$ cat src/rtl/nvs_pkg.sv
package nvs_pkg;

    typedef enum logic [7:0] {
        OP_SET_STAT = 8'h01,
        OP_LATCH_OFF = 8'h04,
        OP_GET_STAT = 8'h05,
        OP_LATCH_ON = 8'h06
    } nvs_op_e;

    typedef struct packed {
        logic [3:0] spare;
        logic [1:0] guard;
        logic       latch;
        logic       busy;
    } nvs_stat_s;

    typedef struct packed {
        logic latch_on;
        logic latch_off;
        logic set_stat;
    } nvs_cmd_s;

    // Segment index is the top two address bits; guard code picks how many
    // upper segments are locked (0, 1, 2 or all 4).
    function automatic logic seg_locked(input logic [1:0] guard, input logic [1:0] seg);
        logic r;
        case (guard)
            2'b00:   r = 1'b0;
            2'b01:   r = (seg == 2'b11);
            2'b10:   r = seg[1];
            default: r = 1'b1;
        endcase
        return r;
    endfunction

endpackage

$ cat src/rtl/nvs_cmd_dec.sv
module nvs_cmd_dec
    import nvs_pkg::*;
(
    input  logic       cmd_valid,
    input  logic [7:0] cmd_op,
    output nvs_cmd_s   cmd
);
    always_comb begin
        cmd = '0;
        if (cmd_valid) begin
            case (cmd_op)
                OP_LATCH_ON:  cmd.latch_on  = 1'b1;
                OP_LATCH_OFF: cmd.latch_off = 1'b1;
                OP_SET_STAT:  cmd.set_stat  = 1'b1;
                default:      cmd = '0;
            endcase
        end
    end
endmodule

$ cat src/rtl/nvs_state_regs.sv
module nvs_state_regs
    import nvs_pkg::*;
#(
    parameter logic [1:0] GUARD_INIT = 2'b00
) (
    input  logic       clk,
    input  logic       rst,
    input  nvs_cmd_s   cmd,
    input  logic [1:0] guard_new,
    input  logic       start_acc,
    input  logic       cycle_end,
    output logic       latch_q,
    output logic       busy_q,
    output logic [1:0] guard_q
);
    logic stat_acc;

    assign stat_acc = cmd.set_stat && latch_q && !busy_q;

    // retained bits: no reset term
    logic [1:0] guard_r = GUARD_INIT;
    always_ff @(posedge clk) begin
        if (stat_acc) guard_r <= guard_new;
    end
    assign guard_q = guard_r;

    always_ff @(posedge clk) begin
        if (rst)                        latch_q <= 1'b0;
        else if (cmd.latch_on)          latch_q <= 1'b1;
        else if (cmd.latch_off)         latch_q <= 1'b0;
        else if (stat_acc || cycle_end) latch_q <= 1'b0;
    end

    always_ff @(posedge clk) begin
        if (rst)            busy_q <= 1'b0;
        else if (start_acc) busy_q <= 1'b1;
        else if (cycle_end) busy_q <= 1'b0;
    end
endmodule

$ cat src/rtl/nvs_guard_decode.sv
module nvs_guard_decode
    import nvs_pkg::*;
#(
    parameter int ADDR_W = 9
) (
    input  logic [ADDR_W-1:0] addr,
    input  logic [1:0]        guard,
    output logic              locked
);
    localparam int SEG_HI = ADDR_W - 1;
    localparam int SEG_LO = ADDR_W - 2;

    assign locked = seg_locked(guard, addr[SEG_HI:SEG_LO]);
endmodule

$ cat src/rtl/nvs_status_unit.sv
module nvs_status_unit
    import nvs_pkg::*;
#(
    parameter int         ADDR_W     = 9,
    parameter logic [1:0] GUARD_INIT = 2'b00
) (
    input  logic              clk,
    input  logic              rst,
    input  logic              cmd_valid,
    input  logic [7:0]        cmd_op,
    input  logic [7:0]        cmd_data,
    input  logic              wr_start,
    input  logic              wr_done,
    input  logic [ADDR_W-1:0] chk_addr,
    output logic [7:0]        status_byte,
    output logic              write_ok
);
    localparam int GUARD_LSB = 2;

    nvs_cmd_s   cmd;
    nvs_stat_s  stat;
    logic       latch_q, busy_q, locked;
    logic [1:0] guard_q;

    nvs_cmd_dec u_dec (
        .cmd_valid (cmd_valid),
        .cmd_op    (cmd_op),
        .cmd       (cmd)
    );

    nvs_state_regs #(.GUARD_INIT(GUARD_INIT)) u_regs (
        .clk       (clk),
        .rst       (rst),
        .cmd       (cmd),
        .guard_new (cmd_data[GUARD_LSB +: 2]),
        .start_acc (wr_start && write_ok),
        .cycle_end (wr_done),
        .latch_q   (latch_q),
        .busy_q    (busy_q),
        .guard_q   (guard_q)
    );

    nvs_guard_decode #(.ADDR_W(ADDR_W)) u_guard (
        .addr   (chk_addr),
        .guard  (guard_q),
        .locked (locked)
    );

    always_comb begin
        stat       = '0;
        stat.busy  = busy_q;
        stat.latch = latch_q;
        stat.guard = guard_q;
    end

    assign status_byte = stat;
    assign write_ok    = latch_q && !busy_q && !locked;
endmodule

$ cat config.mk
export PLATFORM = sky130hd
export DESIGN_NAME = nvs_status_unit
export DESIGN_NICKNAME = d
export VERILOG_FILES = /design/src/rtl/nvs_pkg.sv /design/src/rtl/nvs_cmd_dec.sv /design/src/rtl/nvs_state_regs.sv /design/src/rtl/nvs_guard_decode.sv /design/src/rtl/nvs_status_unit.sv
export SDC_FILE = /design/constraint.sdc
export NUM_CORES = 1
export LEC_CHECK = 0
export BUFFER_PORTS_ARGS = -buffer_cell sky130_fd_sc_hd__buf_2
export CAP_MARGIN = 0
export CORE_AREA = 2 2 39 41
export DETAILED_ROUTE_END_ITERATION = 8
export DIE_AREA = 0 0 41 43
export SLEW_MARGIN = 10
export SYNTH_ARGS = -nofsm -noshare
export SYNTH_HDL_FRONTEND = slang
export SYNTH_SLANG_ARGS = --single-unit
$ cat constraint.sdc
create_clock -name clk -period 1.9 [get_ports clk]
set_clock_uncertainty 0.05 [all_clocks]
set_input_delay 0.095 -clock clk [delete_from_list [all_inputs] [get_ports clk]]
set_output_delay 0.095 -clock clk [all_outputs]
set_load 0.02 [all_outputs]
# Yosys cells after proc, flatten, opt, wreduce, memory -nomap -nowiden
# Index checks and enable logic that the tools add are counted.
[totals]
word_cells = 30
inputBits = 30
reg_bits = 4
output_inout_bits = 9
[classes]
n_eq_ne = 6
muxes = 10
n_reduce_logical = 11
[ops]
columns = ["op", "count"]
rows = [
  ["$eq 8x3->1 const B", 2],
  ["$eq 8x1->1 const B", 1],
  ["$mux 1", 8],
  ["$logic_and 1x1->1", 5],
  ["$eq 2x2->1 const B", 2],
  ["$mux 3", 1],
  ["$pmux 1 s3", 1],
  ["$reduce_bool 3->1", 1],
  ["$eq 2x1->1 const B", 1],
  ["$logic_not 1->1", 2],
  ["$logic_not 2->1", 1],
  ["$reduce_bool 2->1", 1],
  ["$logic_or 1x1->1", 1],
]

# Depth between registers and ports, before layout
[logic_depth]
ltp_word = 9
ltp_mapped = 3
depth_no_buf = 3

# Hierarchy
# A second synthesis with hierarchy kept.
[hier_totals]
cells_unflattened = 31
hier_area_um2 = 304.0
[by_module_without_submodules]
columns = ["module", "area_per_inst_um2", "n_inst", "cells_per_inst", "seq_area_each_um2"]
rows = [
  ["nvs_state_regs", 150.1, 1, 11, 100.1],
  ["nvs_cmd_dec", 71.3, 1, 8, 0.0],
  ["nvs_status_unit", 68.8, 1, 9, 0.0],
  ["nvs_guard_decode", 13.8, 1, 3, 0.0],
]

# Least setup slack after synthesis
# Ideal clock, no wire load.
[synth_timing]
path_type = "reg-to-reg"
start = "register u_regs.latch_q"
end = "register u_regs.guard_r[0], in the netlist u_regs.guard_q[0] (enable)"
setup_time_ns = 0.331
t_required_ns = 1.519
path_slack_ns = 0.597
arrival_ns = 0.922
period_less_slack_ns = 1.303
stages_incl_launch_ff = 4
n_path_buf = 0
path_cell_list = "dfxtp_1 -> nor2b_1 -> nand3_1 -> nor4b_2"
[synth_between]
elab_chain_cells = 2
[synth_lines]
columns = ["element", "line", "text"]
rows = [
  ["from (decl)", "nvs_state_regs.sv:12", "output logic latch_q,"],
  ["from (signal assigned)", "nvs_state_regs.sv:28", "if (rst) latch_q <= 1'b0;"],
  ["from (signal assigned)", "nvs_state_regs.sv:29", "else if (cmd.latch_on) latch_q <= 1'b1;"],
  ["from (signal assigned)", "nvs_state_regs.sv:30", "else if (cmd.latch_off) latch_q <= 1'b0;"],
  ["$logic_and 1x1->1 (2 in a row)", "nvs_state_regs.sv:18", "assign stat_acc = cmd.set_stat && latch_q && !busy_q;"],
  ["named net u_regs.stat_acc", "nvs_state_regs.sv:16", "logic stat_acc;"],
  ["to (signal assigned)", "nvs_state_regs.sv:23", "if (stat_acc) guard_r <= guard_new;"],
  ["to (decl)", "nvs_state_regs.sv:21", "logic [1:0] guard_r = GUARD_INIT;"],
]
# The timed path passes the listed nets, and every way through them passes these cells.
# A chain may end at the register's enable or synchronous reset.

# Worst setup path in the final report
# Ends and elaborated chain as after synthesis.

==> reports/qor.txt <==
Critical Path RT: 1760 ps
Share of layout cells above drive strength 1: 46.4%
Starting Density: 21.4%
Pwr Density: 552 nW/um2
Drt first pass iters: 2
Core Area: 1380 um2
Setup TNS: 0 ps
Initial antenna violation count: 0
Leading cell type in the layout, fill and taps excluded: buf_2
# IOs: 39
P&R area growth vs syn: 49.8%
Hold Vio Cnt, Final: 0
Final std cells w/o fill: 72
Mean Syn Cell Area: 9.57 um2
Clock tree sinks: 4
Nets: 87
Crit Path Max Fanout: 3
Global placer's final weighted congestion: 0.676
DRT antenna net count: 0
Worst skew pair latency: 240 ps
P_leak: 0.228 nW
Peak Freq: 684 MHz
Die width: 41 um
Place WS: 431 ps
Clk network pwr share: 47.1%
DIE AREA: 1760 um2
Post-Synthesis Cells: 31
Final Worst Setup Slack: 439 ps
Max stage delay on crit path: 350 ps
Syn. warnings: 0
GRT Overall Usage: 9.48%
First DRT Iteration DRCs: 2
Sequential power share: 37.2%
Row Count: 14
Nature of the critical path startpoint: flop
HPWL after DPL: 550 um
RSZ-0062 raised after global routing: no
Area after DPL: 388 um2
Total routed wirelength: 640 um
Design area: 444 um2
Cell variety after synth: 18
H-tree levels: 1
Sequential-to-total area share from yosys stat: 33.8%
Placed insts: 65
Wire per inst: 8.89 um
Worst hold path class: in -> reg
CTS clock-pin slew for the worst setup and hold paths: 40 ps
P_int: 0.000190 W
CTS Buffer Depth: 2
Overflow after GRT: 0
Most frequent cells in the layout: 21 x buf_2, 4 x conb_1
Switch share: 22.5%
Arr. time, crit path: 1320 ps
NetSw: 0.0000552 W
Vias per cell: 4.08
Post-CTS Setup Repair Bufs: 0
Synthesized area: 297 um2
FF+latch count, synth: 4
Global-route wire length before repair: 1010 um
Vias in the first global route: 290
CP Class: reg -> reg
# diodes: 0
Critical path's slowest cell: nor4b_2
Crit-path cells: nor2b_1 -> nand3_1 -> nor4b_2
Vias: 294
Fillers: 159
# port buffers: 21
Combinational share of power: 15.8%
Critical path endpoint category: flop
Slew Viols, Final: 0
Clk root buf: clkbuf_4
DR DRC count: 0
CTS tree: built
Fin crit share: 76.9%
Final min period: 1460 ps
Final setup viols: 0
Chip Height: 43 um
CTS Buf Count: 3
Status: complete, no violations
Max-cap violations: 0
Worst IR drop on VDD: 176 uV
Largest net degree at the start of global routing: 4
flip-flops by register name, indices dropped and copies added, names as in the netlist:
signal,flops
u_regs.busy_q,1
u_regs.guard_q,2
u_regs.latch_q,1
per-stage QoR:
| step | power, W | util [%] | hold slack (ps) |
|---|---|---|---|
| 6_report | 0.000245 | 32.1 | 93.3 |
| 5_1_grt | 0.000265 | 32.1 | 103 |
| 4_1_cts | 0.000250 | 31.4 | 1.79 |
| 3_5_place_dp | 0.000127 | 28.0 | 227 |
| 3_3_place_gp | 0.000126 | 28.0 | 230 |
| 2_1_floorplan | 0.000112 | - | 114 |
repair_timing:
action                                  4_1_cts  5_1_grt
endpoints found under the hold margin         2        1
gates resized for setup                       0        0
hold buffers                                  2        1
endpoints found under the setup margin        0        0
critical path: cells and delay by family, from the launching register on:
family,cells,cell delay (ps)
AND/OR/NAND/NOR,3,770
flip-flops,1,320
logic make-up (layout without fill, tap and decap cells):
family                 Yosys count  count (layout)  share of synthesized area, %
and+or+nand+nor                 13              13                          34.2
buffers and inverters            7              29                          16.5
AOI/OAI and AO/OA                6               6                          14.3
DFF                              4               4                          33.8
other                            1               4                          1.26
power by group through the flow:
stage / logic [W] / clock network [W] / registers [W]
2_1_floorplan: 0.0000197 / 0 / 0.0000924
3_3_place_gp: 0.0000333 / 0 / 0.0000924
3_5_place_dp: 0.0000342 / 0 / 0.0000924
4_1_cts: 0.0000373 / 0.000122 / 0.0000910
5_1_grt: 0.0000431 / 0.000131 / 0.0000909
6_report: 0.0000386 / 0.000115 / 0.0000911
routing by layer:
layer / wire [um] / share of wire (%) / up-vias / track usage [%]
met5: 0 / 0 / - / 0
met4: 0 / 0 / 0 / 12.0
met3: 71 / 11 / 0 / 3.14
met2: 313 / 49 / 16 / 13.1
met1: 255 / 40 / 125 / 9.12
li1: - / - / 153 / -
cells in the mapped netlist:
library cell | n | share of area, %
o2111ai_1 | 1 | 3.0
o211a_1 | 1 | 3.4
nand3_1 | 1 | 1.7
inv_1 | 1 | 1.3
buf_4 | 6 | 15
a211o_1 | 1 | 3.0
and4_1 | 1 | 3.0
nand2_1 | 1 | 1.3
or3b_1 | 1 | 3.0
nor4b_2 | 1 | 5.1
conb_1 | 1 | 1.3
nor4b_4 | 1 | 8.0
a21oi_1 | 3 | 5.1
nor2b_1 | 3 | 6.3
dfxtp_1 | 2 | 14
edfxtp_1 | 2 | 20
nand2b_1 | 1 | 2.1
nor2_1 | 3 | 3.8
cell type report:
cell class	instances	area [um2]	share of cell area, %
Timing Repair Buffer	24	135	30.4
Tap cell	16	20.0	4.51
Sequential cell	4	100	22.5
Multi-Input combinational cell	23	159	35.8
Clock buffer	4	26.3	5.92
Inverter	1	3.75	0.845
worst paths after layout:
| path | slack [ps] | cells past startpoint | start | endpoint |
|---|---|---|---|---|
| min reg2reg | 430 | 2 | u_regs.busy_q | u_regs.busy_q |
| min | 90 | 3 | wr_done | u_regs.busy_q |
| max reg2reg | 440 | 3 | u_regs.latch_q | u_regs.guard_q[0] |
| max | 440 | 3 | u_regs.latch_q | u_regs.guard_q[0] |
(Power assumes the default switching activity.)
